`src/rtl/omega_pkg.sv`:
```
package omega_pkg;

  // Perfect-shuffle destination: rotate a BITS-wide index left by one.
  function automatic int shuffle_dst(input int idx, input int bits);
    int top_bit;
    int mask;
    mask    = (1 << bits) - 1;
    top_bit = (idx >> (bits - 1)) & 1;
    return ((idx << 1) | top_bit) & mask;
  endfunction

endpackage

```
`src/rtl/omega_switch2x2.sv`:
```
module omega_switch2x2 #(
  parameter int ADDR_W  = 3,
  parameter int DATA_W  = 16,
  parameter int SEL_BIT = 2,
  localparam int PKT_W  = 1 + 2 * ADDR_W + DATA_W
) (
  input  logic [PKT_W-1:0]  a_in,
  input  logic [PKT_W-1:0]  b_in,
  output logic [PKT_W-1:0]  up_out,
  output logic [PKT_W-1:0]  lo_out,
  output logic              lose,
  output logic [ADDR_W-1:0] lose_src
);
  localparam int SRC_LSB = DATA_W;
  localparam int DST_LSB = DATA_W + ADDR_W;

  logic a_v, b_v, a_dir, b_dir;

  assign a_v   = a_in[PKT_W-1];
  assign b_v   = b_in[PKT_W-1];
  assign a_dir = a_in[DST_LSB + SEL_BIT];
  assign b_dir = b_in[DST_LSB + SEL_BIT];

  always_comb begin
    up_out   = '0;
    lo_out   = '0;
    lose     = 1'b0;
    lose_src = b_in[SRC_LSB +: ADDR_W];
    // Upper input has priority.
    if (a_v) begin
      if (a_dir) lo_out = a_in;
      else       up_out = a_in;
    end
    if (b_v) begin
      if (a_v && (a_dir == b_dir)) lose = 1'b1;
      else if (b_dir)              lo_out = b_in;
      else                         up_out = b_in;
    end
  end

endmodule

```
`src/rtl/omega_stage.sv`:
```
module omega_stage #(
  parameter int N_PORTS = 8,
  parameter int ADDR_W  = 3,
  parameter int DATA_W  = 16,
  parameter int STAGE   = 0,
  localparam int PKT_W  = 1 + 2 * ADDR_W + DATA_W,
  localparam int N_SW   = N_PORTS / 2
) (
  input  logic [N_PORTS*PKT_W-1:0] lanes_in,
  output logic [N_PORTS*PKT_W-1:0] lanes_out,
  output logic [N_SW-1:0]          lose,
  output logic [N_SW*ADDR_W-1:0]   lose_src
);
  localparam int SEL_BIT = ADDR_W - 1 - STAGE;

  logic [N_PORTS*PKT_W-1:0] shuffled;

  for (genvar i = 0; i < N_PORTS; i++) begin : g_shuffle
    localparam int J = omega_pkg::shuffle_dst(i, ADDR_W);
    assign shuffled[J*PKT_W +: PKT_W] = lanes_in[i*PKT_W +: PKT_W];
  end

  for (genvar w = 0; w < N_SW; w++) begin : g_sw
    omega_switch2x2 #(
      .ADDR_W (ADDR_W),
      .DATA_W (DATA_W),
      .SEL_BIT(SEL_BIT)
    ) u_sw (
      .a_in    (shuffled[(2*w)*PKT_W +: PKT_W]),
      .b_in    (shuffled[(2*w+1)*PKT_W +: PKT_W]),
      .up_out  (lanes_out[(2*w)*PKT_W +: PKT_W]),
      .lo_out  (lanes_out[(2*w+1)*PKT_W +: PKT_W]),
      .lose    (lose[w]),
      .lose_src(lose_src[w*ADDR_W +: ADDR_W])
    );
  end

endmodule

```
`src/rtl/omega_out_reg.sv`:
```
module omega_out_reg #(
  parameter int N_PORTS = 8,
  parameter int ADDR_W  = 3,
  parameter int DATA_W  = 16,
  localparam int PKT_W  = 1 + 2 * ADDR_W + DATA_W
) (
  input  logic                      clk,
  input  logic                      rst,
  input  logic [N_PORTS*PKT_W-1:0]  lanes,
  input  logic [N_PORTS-1:0]        blk_next,
  output logic [N_PORTS-1:0]        out_valid,
  output logic [N_PORTS*DATA_W-1:0] out_data,
  output logic [N_PORTS*ADDR_W-1:0] out_src,
  output logic [N_PORTS-1:0]        in_blocked
);
  localparam int SRC_LSB = DATA_W;
  localparam int DST_LSB = DATA_W + ADDR_W;

  for (genvar k = 0; k < N_PORTS; k++) begin : g_lane
    logic [PKT_W-1:0]  pkt;
    logic [ADDR_W-1:0] pkt_dst;
    assign pkt     = lanes[k*PKT_W +: PKT_W];
    assign pkt_dst = pkt[DST_LSB +: ADDR_W];

    always_ff @(posedge clk) begin
      if (rst) begin
        out_valid[k]                 <= 1'b0;
        out_data[k*DATA_W +: DATA_W] <= '0;
        out_src[k*ADDR_W +: ADDR_W]  <= '0;
        in_blocked[k]                <= 1'b0;
      end else begin
        out_valid[k]                 <= pkt[PKT_W-1];
        out_data[k*DATA_W +: DATA_W] <= pkt[DATA_W-1:0];
        out_src[k*ADDR_W +: ADDR_W]  <= pkt[SRC_LSB +: ADDR_W];
        in_blocked[k]                <= blk_next[k];
      end
    end

    // a packet leaving the last stage sits on its destination line.
    p_dest_line_r9: assert property (@(posedge clk) disable iff (rst)
      pkt[PKT_W-1] |-> (pkt_dst == ADDR_W'(k)));
  end

endmodule

```
`src/rtl/omega_fabric.sv`:
```
module omega_fabric #(
  parameter int N_PORTS = 8,
  parameter int ADDR_W  = 3,
  parameter int DATA_W  = 16
) (
  input  logic                      clk,
  input  logic                      rst,
  input  logic [N_PORTS-1:0]        in_valid,
  input  logic [N_PORTS*ADDR_W-1:0] in_dst,
  input  logic [N_PORTS*DATA_W-1:0] in_data,
  output logic [N_PORTS-1:0]        out_valid,
  output logic [N_PORTS*DATA_W-1:0] out_data,
  output logic [N_PORTS*ADDR_W-1:0] out_src,
  output logic [N_PORTS-1:0]        in_blocked
);
  localparam int PKT_W  = 1 + 2 * ADDR_W + DATA_W;
  localparam int STAGES = ADDR_W;
  localparam int N_SW   = N_PORTS / 2;
  localparam int N_LOSE = STAGES * N_SW;

  logic [N_PORTS*PKT_W-1:0] lanes [STAGES+1];
  logic [N_LOSE-1:0]        lose_all;
  logic [N_LOSE*ADDR_W-1:0] lose_src_all;
  logic [N_PORTS-1:0]       blk_next;

  // Tag each input with its own port index as source.
  for (genvar i = 0; i < N_PORTS; i++) begin : g_in
    assign lanes[0][i*PKT_W +: PKT_W] = {in_valid[i],
                                         in_dst[i*ADDR_W +: ADDR_W],
                                         ADDR_W'(i),
                                         in_data[i*DATA_W +: DATA_W]};
  end

  for (genvar s = 0; s < STAGES; s++) begin : g_stage
    omega_stage #(
      .N_PORTS(N_PORTS),
      .ADDR_W (ADDR_W),
      .DATA_W (DATA_W),
      .STAGE  (s)
    ) u_stage (
      .lanes_in (lanes[s]),
      .lanes_out(lanes[s+1]),
      .lose     (lose_all[s*N_SW +: N_SW]),
      .lose_src (lose_src_all[s*N_SW*ADDR_W +: N_SW*ADDR_W])
    );
  end

  always_comb begin
    blk_next = '0;
    for (int j = 0; j < N_LOSE; j++) begin
      if (lose_all[j]) blk_next[lose_src_all[j*ADDR_W +: ADDR_W]] = 1'b1;
    end
  end

  omega_out_reg #(
    .N_PORTS(N_PORTS),
    .ADDR_W (ADDR_W),
    .DATA_W (DATA_W)
  ) u_out (
    .clk       (clk),
    .rst       (rst),
    .lanes     (lanes[STAGES]),
    .blk_next  (blk_next),
    .out_valid (out_valid),
    .out_data  (out_data),
    .out_src   (out_src),
    .in_blocked(in_blocked)
  );

  // reset clears valid and blocked outputs.
  p_reset_clear_r1: assert property (@(posedge clk)
    rst |=> (out_valid == '0 && in_blocked == '0));

  // an all-idle input cycle yields all-idle outputs.
  p_idle_quiet_r7: assert property (@(posedge clk) disable iff (rst)
    (in_valid == '0) |=> (out_valid == '0 && in_blocked == '0));

  // only an input that carried a packet can be flagged blocked.
  p_blk_needs_pkt_r8: assert property (@(posedge clk) disable iff (rst)
    (in_valid != '0) |=> ((in_blocked & ~$past(in_valid)) == '0));

  // every valid input is either delivered or blocked.
  p_conserve_r10: assert property (@(posedge clk) disable iff (rst)
    (in_valid != '0) |=>
      ($countones(out_valid) + $countones(in_blocked) == $countones($past(in_valid))));

endmodule

```
`config.mk`:
```
export PLATFORM = sky130hd
export DESIGN_NAME = omega_fabric
export DESIGN_NICKNAME = d
export VERILOG_FILES = /design/src/rtl/omega_pkg.sv /design/src/rtl/omega_switch2x2.sv /design/src/rtl/omega_stage.sv /design/src/rtl/omega_out_reg.sv /design/src/rtl/omega_fabric.sv
export SDC_FILE = /design/constraint.sdc
export NUM_CORES = 1
export LEC_CHECK = 0
export CAP_MARGIN = 20
export CORE_UTILIZATION = 40
export DETAILED_ROUTE_END_ITERATION = 7
export DONT_BUFFER_PORTS = 1
export GPL_ROUTABILITY_DRIVEN = 0
export PLACE_DENSITY_LB_ADDON = 0.1
export SLEW_MARGIN = 20
export SYNTH_ARGS = -nofsm -noshare
export SYNTH_HDL_FRONTEND = slang
export SYNTH_SLANG_ARGS = --single-unit
```
`constraint.sdc`:
```
create_clock -name clk -period 3.45 [get_ports clk]
set_clock_uncertainty 0.2 [all_clocks]
set_input_delay 0.69 -clock clk [delete_from_list [all_inputs] [get_ports clk]]
set_output_delay 0.69 -clock clk [all_outputs]
set_load 0.005 [all_outputs]
```
Yosys cells after proc, flatten, opt, wreduce, memory -nomap -nowiden
Index checks and enable logic that the tools add are counted.
Cells by class
  shift-type cells: 0
  multiply operators: 0
  equality and inequality tests: 12
  reduce and logical (&&, ||, !) cells: 20
  magnitude comparators: 16
  muxes and demuxes: 172
  divide/modulo/power cells: 0
  bitwise gates (word level): 8
  add/sub/neg operators: 0
Operator list (count)
  23-bit 2-to-1 mux: 120
  8-bit 2-to-1 mux: 9
  8-bit bitwise OR: 8
  3-bit by 4-bit less-than comparator with 1-bit output (second input constant): 8
  1-bit 2-to-1 mux: 32
  1-bit demux with 3-bit select: 8
  3-bit by 1-bit greater-or-equal comparator with 1-bit output (second input constant): 8
  1-bit logical AND: 20
  1-bit == test: 12
  7-bit 2-to-1 mux: 1
  6-bit 2-to-1 mux: 1
  5-bit 2-to-1 mux: 1
Word-level totals
  memories kept: 0
  bits in latches: 0
  register bits: 168
  bits in read-only memories: 0
  bits in writable memories: 0
  word-level logic and storage cells: 260
  input port bits: 162
  output and inout bits: 168

Depth between registers and ports, before layout
Gate-level depths: netlist (run 1).
  word-level depth: 25
  gate-level depth with buffers: 11
  depth with buffers taken out: 7

Modules after synthesis
Synthesis (run 1) repeated with hierarchy kept, for this count alone.
Unflattened totals
  cell total of the unflattened synthesis: 2152
  area, all modules: 16827.4 um^2
Modules (own cells, without submodules)
  omega_switch2x2 (g_stage[1].u_stage.g_sw[0].u_sw ...): seq. area each 0.0 um^2, area an instance 933.4 um^2, cells each 139, instances 8
  omega_out_reg: seq. area each 3363.2 um^2, area an instance 4509.3 um^2, cells each 354, instances 1
  omega_switch2x2 (g_stage[0].u_stage.g_sw[0].u_sw ...): seq. area each 0.0 um^2, area an instance 927.1 um^2, cells each 139, instances 4
  omega_fabric: seq. area each 0.0 um^2, area an instance 1142.3 um^2, cells each 130, instances 1

Worst setup path after synthesis (run 1)
OpenSTA, ideal clock, no wires.
  kind: input -> register
  start: input port in_valid[0]
  end: register u_out.in_blocked[7]
  slack: 0.622 ns
  required time: 3.173 ns
  stages: 9
  setup time: 0.077 ns
  arrival: 2.552 ns
  path buffers: 2
  path through: buf_4 nor3b_2 a31oi_2 mux2_4 and2_1 buf_6 a2111oi_4 a21oi_1 a41oi_2
Between the ends
  longest elaborated chain between the ends: 23
Ends and longest elaborated chain
  start, declared: RTL line omega_fabric.sv:8  | input logic [N_PORTS-1:0] in_valid,
  23-bit 2-to-1 mux: RTL line omega_switch2x2.sv:30  | if (a_v) begin
  23-bit 2-to-1 mux: RTL line omega_switch2x2.sv:36  | else if (b_dir) lo_out = b_in;
  23-bit 2-to-1 mux: RTL line omega_switch2x2.sv:35  | if (a_v && (a_dir == b_dir)) lose = 1'b1;
  23-bit 2-to-1 mux: RTL line omega_switch2x2.sv:34  | if (b_v) begin
  1-bit == test: RTL line omega_switch2x2.sv:35
  1-bit logical AND: RTL line omega_switch2x2.sv:35
  1-bit 2-to-1 mux: RTL line omega_switch2x2.sv:35
  1-bit 2-to-1 mux: RTL line omega_switch2x2.sv:34
  [... 7 more ...]
  8-bit bitwise OR (no line)
  8-bit 2-to-1 mux: RTL line omega_fabric.sv:51  | if (lose_all[j]) blk_next[lose_src_all[j*ADDR_W +: ADDR_W]] = 1'b1;
  8-bit bitwise OR (no line)
  8-bit 2-to-1 mux: RTL line omega_fabric.sv:51
  8-bit bitwise OR (no line)
  8-bit 2-to-1 mux: RTL line omega_fabric.sv:51
  8-bit bitwise OR (no line)
  8-bit 2-to-1 mux (*): RTL line omega_fabric.sv:51
  end signal, assigned by index: RTL line omega_out_reg.sv:35  | in_blocked[k] <= blk_next[k];
  end, declared: RTL line omega_out_reg.sv:14  | output logic [N_PORTS-1:0] in_blocked
Every way passes the cells marked *; elsewhere a longest branch is shown, timed or not.
A chain may end at the register's enable or synchronous reset.

Final worst setup path (run 1)
  start: input port in_dst[8]
  end: register u_out.out_data[78]
Between the ends
  longest elaborated chain between the ends: 14
Ends and longest elaborated chain
  start, declared: RTL line omega_fabric.sv:9  | input logic [N_PORTS*ADDR_W-1:0] in_dst,
  23-bit 2-to-1 mux: RTL line omega_switch2x2.sv:31  | if (a_dir) lo_out = a_in;
  23-bit 2-to-1 mux: RTL line omega_switch2x2.sv:30
  23-bit 2-to-1 mux: RTL line omega_switch2x2.sv:36
  23-bit 2-to-1 mux: RTL line omega_switch2x2.sv:35
  23-bit 2-to-1 mux (*): RTL line omega_switch2x2.sv:34
  1-bit == test: RTL line omega_switch2x2.sv:35
  1-bit logical AND: RTL line omega_switch2x2.sv:35
  23-bit 2-to-1 mux: RTL line omega_switch2x2.sv:35
  23-bit 2-to-1 mux (*): RTL line omega_switch2x2.sv:34
  23-bit 2-to-1 mux: RTL line omega_switch2x2.sv:31
  23-bit 2-to-1 mux: RTL line omega_switch2x2.sv:30
  23-bit 2-to-1 mux: RTL line omega_switch2x2.sv:36
  23-bit 2-to-1 mux: RTL line omega_switch2x2.sv:35
  23-bit 2-to-1 mux (*): RTL line omega_switch2x2.sv:34
  end signal, assigned by index: RTL line omega_out_reg.sv:33  | out_data[k*DATA_W +: DATA_W] <= pkt[DATA_W-1:0];
  end, declared: RTL line omega_out_reg.sv:12  | output logic [N_PORTS*DATA_W-1:0] out_data,
Marked as above.

==> results of run 1 <==
layer usage:
| metal | track usage | vias to the layer above | wire [um] |
|---|---|---|---|
| met2 | 0.578 | 681 | 19300 |
| met1 | 0.425 | 4591 | 15100 |
| met3 | 0.128 | 84 | 5520 |
| met4 | 0.0991 | 0 | 1070 |
| met5 | 0 | - | 0 |
| li1 | - | 4127 | - |
registers in the layout (all words and copies together), names as in the netlist:
name,cells
u_out.in_blocked,8
u_out.out_data,128
u_out.out_src,24
u_out.out_valid,8
layout make-up:
cell class | count | area share
clock inverters | 14 | 0.0156
repair buffers | 52 | 0.0408
multi-input cells | 791 | 0.518
inverters | 17 | 0.00646
flip-flops and latches | 168 | 0.340
well taps | 280 | 0.0355
clock buffers | 18 | 0.0434
cells by family after synthesis:
family	Yosys count
other	1
AND/OR/NAND/NOR	289
buffers and inverters	113
multiplexers	11
flip-flops	168
AO/OA/AOI/OAI	480
XOR/XNOR	10
critical path: stages:
cell and delay, ns:
and2_1 0.41, nor3_1 0.16, o21ai_2 0.69, o22ai_2 0.24, nor2b_1 0.60, nor3b_1 0.27
a21o_1 0.11
cell usage in the layout, fill, tap and decap left out, types with 5 or more instances in the layout:
cell type / n
o22ai_1: 178
dfxtp_1: 168
nor2_1: 148
a22oi_1: 137
buf_4: 51
nand2_1: 38
a21oi_1: 23
a211oi_1: 21
a221oi_1: 21
nor2b_1: 19
a22o_1: 18
clkbuf_16: 17
inv_1: 15
nand2b_1: 14
nand3_1: 12
and2_1: 11
o22a_1: 10
nor3_1: 8
a31oi_1: 7
a21o_1: 7
o21ai_0: 7
xnor2_1: 7
o2bb2ai_1: 7
and3b_1: 6
a221o_1: 6
o31a_1: 5
nor2_2: 5
a32oi_1: 5
mux2i_1: 5
inv_8: 5
where the power goes:
group / leakage, uW / switching (uW) / internal (uW)
combinational: 0.00193 / 697 / 372
clock: 0.000281 / 910 / 1030
sequential: 0.00138 / 89.8 / 2100
per-stage QoR:
step	power, uW	instances	instance area [um^2]	utilization
detailed placement	3270	1308	9300	0.423
global route	5390	1340	9880	0.450
finish	5190	1340	9880	0.450
CTS	5190	1340	9880	0.450
global placement	3270	1308	9300	0.423
floorplan	2950	1072	8990	-
worst paths after layout:
check	startpoint	to	slack, ns	cells after the start
setup / recovery	in_dst[8]	u_out.out_data[78]	0.46	7
hold / removal	rst	u_out.out_data[95]	0.12	1
==> flow_summary.yaml, run 1 <==
outcome:
  outcome: "finished with violations"
  violations: "design-rule violations"
synth:
  yosysWarnings: 0
  synth_top_area_cell: "dfxtp_1"
  synth_xor_area_frac: 0.00974
  synth_cell_types: 73
  synth_fa_ha_area_frac: 0
  syn_area_um2: 8990
  synthMostInstantiatedCell: "o22ai_1"
  syn_avg_cell_area_um2: 8.39
  seq_area_frac_synth: 0.374
  synth_edf_count: 0
  synth_top_family_by_area: "compound AO/OA/AOI/OAI gates"
  syn_nets: 1234
  netlist_top_cells_count: "o22ai_1 (178), dfxtp_1 (168), nor2_1 (148)"
  yosys_register_bits: 168
  syn_inst: 1072
  ys.flop_type: "dfxtp_1"
  synthMuxAreaShare: 0.0154
  synthArstFlopShare: 0
  synth.area.top_cells: "dfxtp_1 (37%), o22ai_1 (12%), a22oi_1 (11%)"
  synth_compound_area_frac: 0.390
  synth_top_area_frac: 0.374
  synthSimpleGateAreaFrac: 0.153
timing:
  min_period_ns: 2.99
  rsz0062_at_grt: "false"
  slew_viol_final: 0
  tightest_slew_ns: 0.840
  max_freq_mhz: 334
  relSlewSlack: 0.440
  final.setup.worst_slack_ns: 0.458
  finalHoldViolCount: 0
  finalSetupTns_ns: 0
  period_share: 0.867
  hold_slack_ns: 0.120
  finalSetupViolations: 0
setup_path:
  path_max_fanout: 19
  end_kind: "flop"
  crit_arrival_ns: 3.17
  path_class: "in -> reg"
  required_ns: 3.63
  cp-start-kind: "primary input"
floorplan:
  initial_core_util: 0.410
  ioPinCount: 330
  die_x_um: 152
  die_h_um: 152
  die-area_um2: 23100
  core_um2: 22000
  fp-row-count: 54
routing:
  route.vias.total: 9483
  ant_nets: 0
  totalWireLength_mm: 41.0
  drt_iter0_drc: 1095
  avgViaCountPerCell: 7.08
  drc_errors: 56
  firstDrtPassIters: 8
  wire_per_inst_um: 30.6
worst_hold_path:
  min_path_type: "in -> reg"
clock_network:
  cts_resized: 0
  root_buffer: "clkbuf_16"
  ctsLongestPathBuffers: 2
  ctsHtreeMaxLevel: 4
  clock_sinks: 168
  hold_buffers: 0
  cts_tree: "done"
  cts_buffers: 17
  post-cts-setup-buffers: 0
  cts.reportedPaths.clkPinSlew_ns: 0.07
cells_and_area:
  final_layout_size_suffix_gt1_frac: 0.111
  diodes: 0
  regArea_um2: 3360
  fill_cells: 2222
  synthToLayoutAreaGrowth_pct: 9.85
  multiInputGateArea_um2: 5120
  fin_nets: 1209
pwr:
  power.leakage_uw: 0.00358
  ir_drop_mv: 0.222
  powerDensity_nw_per_um2: 526
place:
  dp_hpwl_mm: 32.5
  dpl_worst_slack_ns: 0.0768
  port_buffers: 0
job:
  cap_violations: 0
global_routing:
  first_global_vias: 8812
  grt_overflow_total: 0
  grt_pass1_wl_mm: 59.8
  grt_use_total: 0.350
  antenna_found_initial: 0
  grt_max_degree: 51
Note: power is estimated with default switching activity, not from simulation.
==> run 2: changes to the inputs <==
- CORE_ASPECT_RATIO: default -> 1.5
- SLEW_MARGIN: 20 -> default
==> flow_summary.yaml, run 2 (synthesis gave the netlist of run 1 again) <==
cells_and_area:
  multiInputGateArea_um2: 5120
  synthToLayoutAreaGrowth_pct: 10.3
  final_cells: 1333
  reg_top3: "u_out.out_data (128), u_out.out_src (24)"
  largest_register: "u_out.out_data"
  diodes: 0
  fill_cells: 2140
  largest_reg_flops: 128
  final_common_cell: "o22ai_1"
  fin_nets: 1210
  regArea_um2: 3360
  final_cell_mix: "o22ai_1 (178), dfxtp_1 (168), nor2_1 (148)"
  final_layout_size_suffix_gt1_frac: 0.113
timing:
  relSlewSlack: 0.294
  max_freq_mhz: 360
  finalSetupTns_ns: 0
  slew_viol_final: 0
  final.setup.worst_slack_ns: 0.675
  tightest_slew_ns: 1.06
  rsz0062_at_grt: "false"
  min_period_ns: 2.78
  finalHoldViolCount: 0
  finalSetupViolations: 0
  period_share: 0.804
place:
  dp_hpwl_mm: 31.9
  port_buffers: 0
  dp_cells: 1301
  dpl_worst_slack_ns: 0.249
routing:
  route.vias.total: 9400
  totalWireLength_mm: 40.2
  drc_errors: 0
  firstDrtPassIters: 6
  wire_per_inst_um: 30.2
  avgViaCountPerCell: 7.05
  ant_nets: 0
  drt_iter0_drc: 999
global_routing:
  grt_use_total: 0.335
  first_global_vias: 9087
  grt_overflow_total: 0
  grt_pass1_wl_mm: 58.1
  antenna_found_initial: 0
  grt_max_degree: 51
clock_network:
  hold_buffers: 0
  cts_buffers: 17
  cts.reportedPaths.clkPinSlew_ns: 0.07
  clock_sinks: 168
  post-cts-setup-buffers: 0
  ctsHtreeMaxLevel: 4
  ctsLongestPathBuffers: 2
  cts_resized: 0
  root_buffer: "clkbuf_16"
  cts_tree: "done"
setup_path:
  path_class: "in -> reg"
  max_stage_delay_ns: 0.67
  cp_slowest_cell: "o31ai_4"
  cp-startpoint: "in_dst[17]"
  cp-start-kind: "primary input"
  crit_chain: "nand2b_1 -> o31ai_4 -> o221ai_2 -> and2_1 -> a2111oi_4 -> nand3_1 -> a41oi_1"
  path_max_fanout: 16
  required_ns: 3.62
  end_kind: "flop"
  crit_arrival_ns: 2.95
floorplan:
  die_x_um: 124
  initial_core_util: 0.411
  fp-row-count: 66
  core_um2: 21900
  die-area_um2: 23100
  die_h_um: 186
  ioPinCount: 330
outcome:
  outcome: "finished, final reports clean"
pwr:
  power.leakage_uw: 0.00361
  ir_drop_mv: 0.360
  powerDensity_nw_per_um2: 538
worst_hold_path:
  min_path_type: "in -> reg"
  hp-start: "rst"
job:
  cap_violations: 0
run 2: area by class of cell:
| class | count | share of cell area |
|---|---|---|
| Multi-Input combinational cell | 791 | 0.516 |
| Sequential cell | 168 | 0.339 |
| Clock buffer | 19 | 0.0457 |
| Timing Repair Buffer | 53 | 0.0401 |
| Tap cell | 272 | 0.0343 |
| Clock inverter | 13 | 0.0183 |
| Inverter | 17 | 0.00643 |
run 2: worst paths after layout:
| kind | end | slack [ns] | cells past startpoint |
|---|---|---|---|
| hold / removal | u_out.out_data[127] | 0.12 | 1 |
| setup / recovery | u_out.in_blocked[3] | 0.67 | 7 |
run 2: critical path: cells and delay by family:
kind             cells  cell delay [ns]
AND/OR/NAND/NOR      3             0.63
AO/OA/AOI/OAI        4             1.61
run 2: where the power goes:
part	leakage (uW)	switching, uW	total [uW]	internal [uW]
Clock	0.000315	881	2080	1200
Sequential	0.00138	88.1	2180	2100
Combinational	0.00192	690	1060	373
run 2: through the flow:
| stage | hold slack (ns) | utilization | total power [uW] | instance area (um^2) |
|---|---|---|---|---|
| floorplan | 0.608 | - | 2950 | 8990 |
| global placement | 0.566 | 0.424 | 3260 | 9280 |
| detailed placement | 0.570 | 0.424 | 3250 | 9280 |
| CTS | 0.101 | 0.453 | 5320 | 9920 |
| global route | 0.106 | 0.453 | 5510 | 9920 |
| finish | 0.119 | 0.453 | 5330 | 9920 |
run 2: routing by layer:
metal | wire, um | share of wire | vias up | GRT usage
met3 | 4370 | 0.11 | 142 | 0.105
met2 | 18500 | 0.46 | 696 | 0.544
met5 | 0 | 0 | - | 0
met4 | 2160 | 0.054 | 0 | 0.167
li1 | - | - | 4121 | -
met1 | 15200 | 0.38 | 4441 | 0.397
==> run 3: changes to the inputs <==
- clock period: 3.45 -> 2.3 ns (I/O delays scaled with it)
==> flow_summary.yaml, run 3 (synthesis gave the netlist of run 1 again) <==
floorplan:
  ioPinCount: 330
  fp-row-count: 66
  core_um2: 21900
  initial_core_util: 0.411
  die-area_um2: 23100
  die_h_um: 186
  die_x_um: 124
worst_hold_path:
  hold_depth: 2
  min_path_type: "in -> reg"
  hp-start: "rst"
  worstHoldEndpoint: "u_out.out_data[78]"
pwr:
  power.share.clock: 0.369
  ir_drop_mv: 0.589
  swShare: 0.317
  p_comb_frac: 0.231
  power.switching_uw: 2600
  powerDensity_nw_per_um2: 738
  p_int_uw: 5620
  p_seq_frac: 0.399
  power.leakage_uw: 0.00422
timing:
  slew_viol_final: 0
  rsz0062_at_grt: "false"
  relSlewSlack: 0.530
  finalSetupTns_ns: 0
  min_period_ns: 2.08
  tightest_slew_ns: 0.703
  period_share: 0.906
  finalHoldViolCount: 0
  final.setup.worst_slack_ns: 0.217
  finalSetupViolations: 0
  max_freq_mhz: 480
global_routing:
  grt_use_total: 0.340
  grt_overflow_total: 0
  antenna_found_initial: 0
  first_global_vias: 9324
  grt_pass1_wl_mm: 58.9
  grt_max_degree: 39
place:
  port_buffers: 0
  dp_hpwl_mm: 32.5
  dpl_worst_slack_ns: -0.205
setup_path:
  path_max_fanout: 9
  crit_chain: "nand2b_1 -> a31oi_1 -> o221ai_2 -> and2_4 -> a2111oi_4 -> a22oi_1 -> a21oi_1"
  cp-start-kind: "primary input"
  max_stage_delay_ns: 0.41
  critPathTopFamily: "compound AO/OA/AOI/OAI gates"
  end_kind: "flop"
  required_ns: 2.45
  path_class: "in -> reg"
  path_buf_inv: 0
  crit_arrival_ns: 2.23
  cp_slowest_cell: "a31oi_1"
clock_network:
  cts.reportedPaths.clkPinSlew_ns: 0.08
  ctsLongestPathBuffers: 2
  hold_buffers: 6
  post-cts-setup-buffers: 0
  clock_sinks: 168
  cts_resized: 0
  cts_tree: "done"
  cts_buffers: 17
  root_buffer: "clkbuf_16"
  ctsHtreeMaxLevel: 4
routing:
  firstDrtPassIters: 6
  wire_per_inst_um: 28.2
  drc_errors: 0
  route.vias.total: 9641
  totalWireLength_mm: 40.3
  ant_nets: 0
  avgViaCountPerCell: 6.74
  drt_iter0_drc: 1048
job:
  cap_violations: 0
cells_and_area:
  final_cell_mix: "o22ai_1 (177), dfxtp_1 (168), nor2_1 (143)"
  fin_nets: 1308
  largest_register: "u_out.out_data"
  fin_util: 0.509
  final_common_cell: "o22ai_1"
  reg_top3: "u_out.out_data (128), u_out.out_src (24)"
  synthToLayoutAreaGrowth_pct: 23.7
  largest_reg_flops: 128
  final_layout_size_suffix_gt1_frac: 0.214
  diodes: 0
outcome:
  outcome: "finished, final reports clean"
-- run 3: cell types whose count changed in the layout (fill, tap and decap cells not counted), sizes merged --
cell / before / now
bufinv: 3 / 2
dlygate4sd3: 0 / 5
clkinvlp: 0 / 1
clkbuf: 19 / 18
inv: 24 / 25
buf: 53 / 146
-- run 3: layout make-up --
class / count / area [um^2]
Clock inverter: 14 / 175
Fill cell: 2078 / 10800
Multi-Input combinational cell: 791 / 5350
Clock buffer: 18 / 439
Inverter: 17 / 66.3
Timing Repair Buffer: 151 / 1400
Tap cell: 272 / 340
Sequential cell: 168 / 3360
-- run 3: power groups by stage --
stage	Clock, uW	Sequential [uW]	Combinational (uW)
2_1_floorplan	0	3300	1220
3_3_place_gp	0	3350	1820
3_5_place_dp	0	3350	1830
4_1_cts	3080	3280	1860
5_1_grt	3190	3300	2030
6_report	3040	3280	1900
-- run 3: layer usage --
metal  global-route usage  vias up  part of all wire
met5                    0        -                 0
met4                0.198        0             0.057
met3               0.0871      129             0.096
met2                0.561      672              0.47
met1                0.400     4511              0.38
li1                     -     4329                 -
-- run 3: worst max path at each step --
stage,from,end,slack [ns],cells past startpoint
5_1_grt,in_valid[0],u_out.out_data[104],0.15,8
3_5_place_dp,in_dst[2],u_out.in_blocked[1],-0.20,8
2_1_floorplan,in_valid[0],u_out.in_blocked[3],-0.09,10
3_3_place_gp,in_dst[14],u_out.in_blocked[1],-0.20,7
6_report,in_dst[11],u_out.in_blocked[1],0.22,7
4_1_cts,in_dst[14],u_out.in_blocked[1],0.26,7
-- run 3: stage by stage --
stage / std cells / hold slack, ns / instance area [um^2] / power, uW
final: 1431 / 0.0244 / 11100 / 8220
after global routing: 1431 / 0.0224 / 11100 / 8520
after CTS: 1431 / 0.00890 / 11100 / 8230
after detailed placement: 1393 / 0.341 / 10400 / 5180
after global placement: 1393 / 0.340 / 10400 / 5180
after floorplan: 1072 / 0.378 / 9340 / 4520
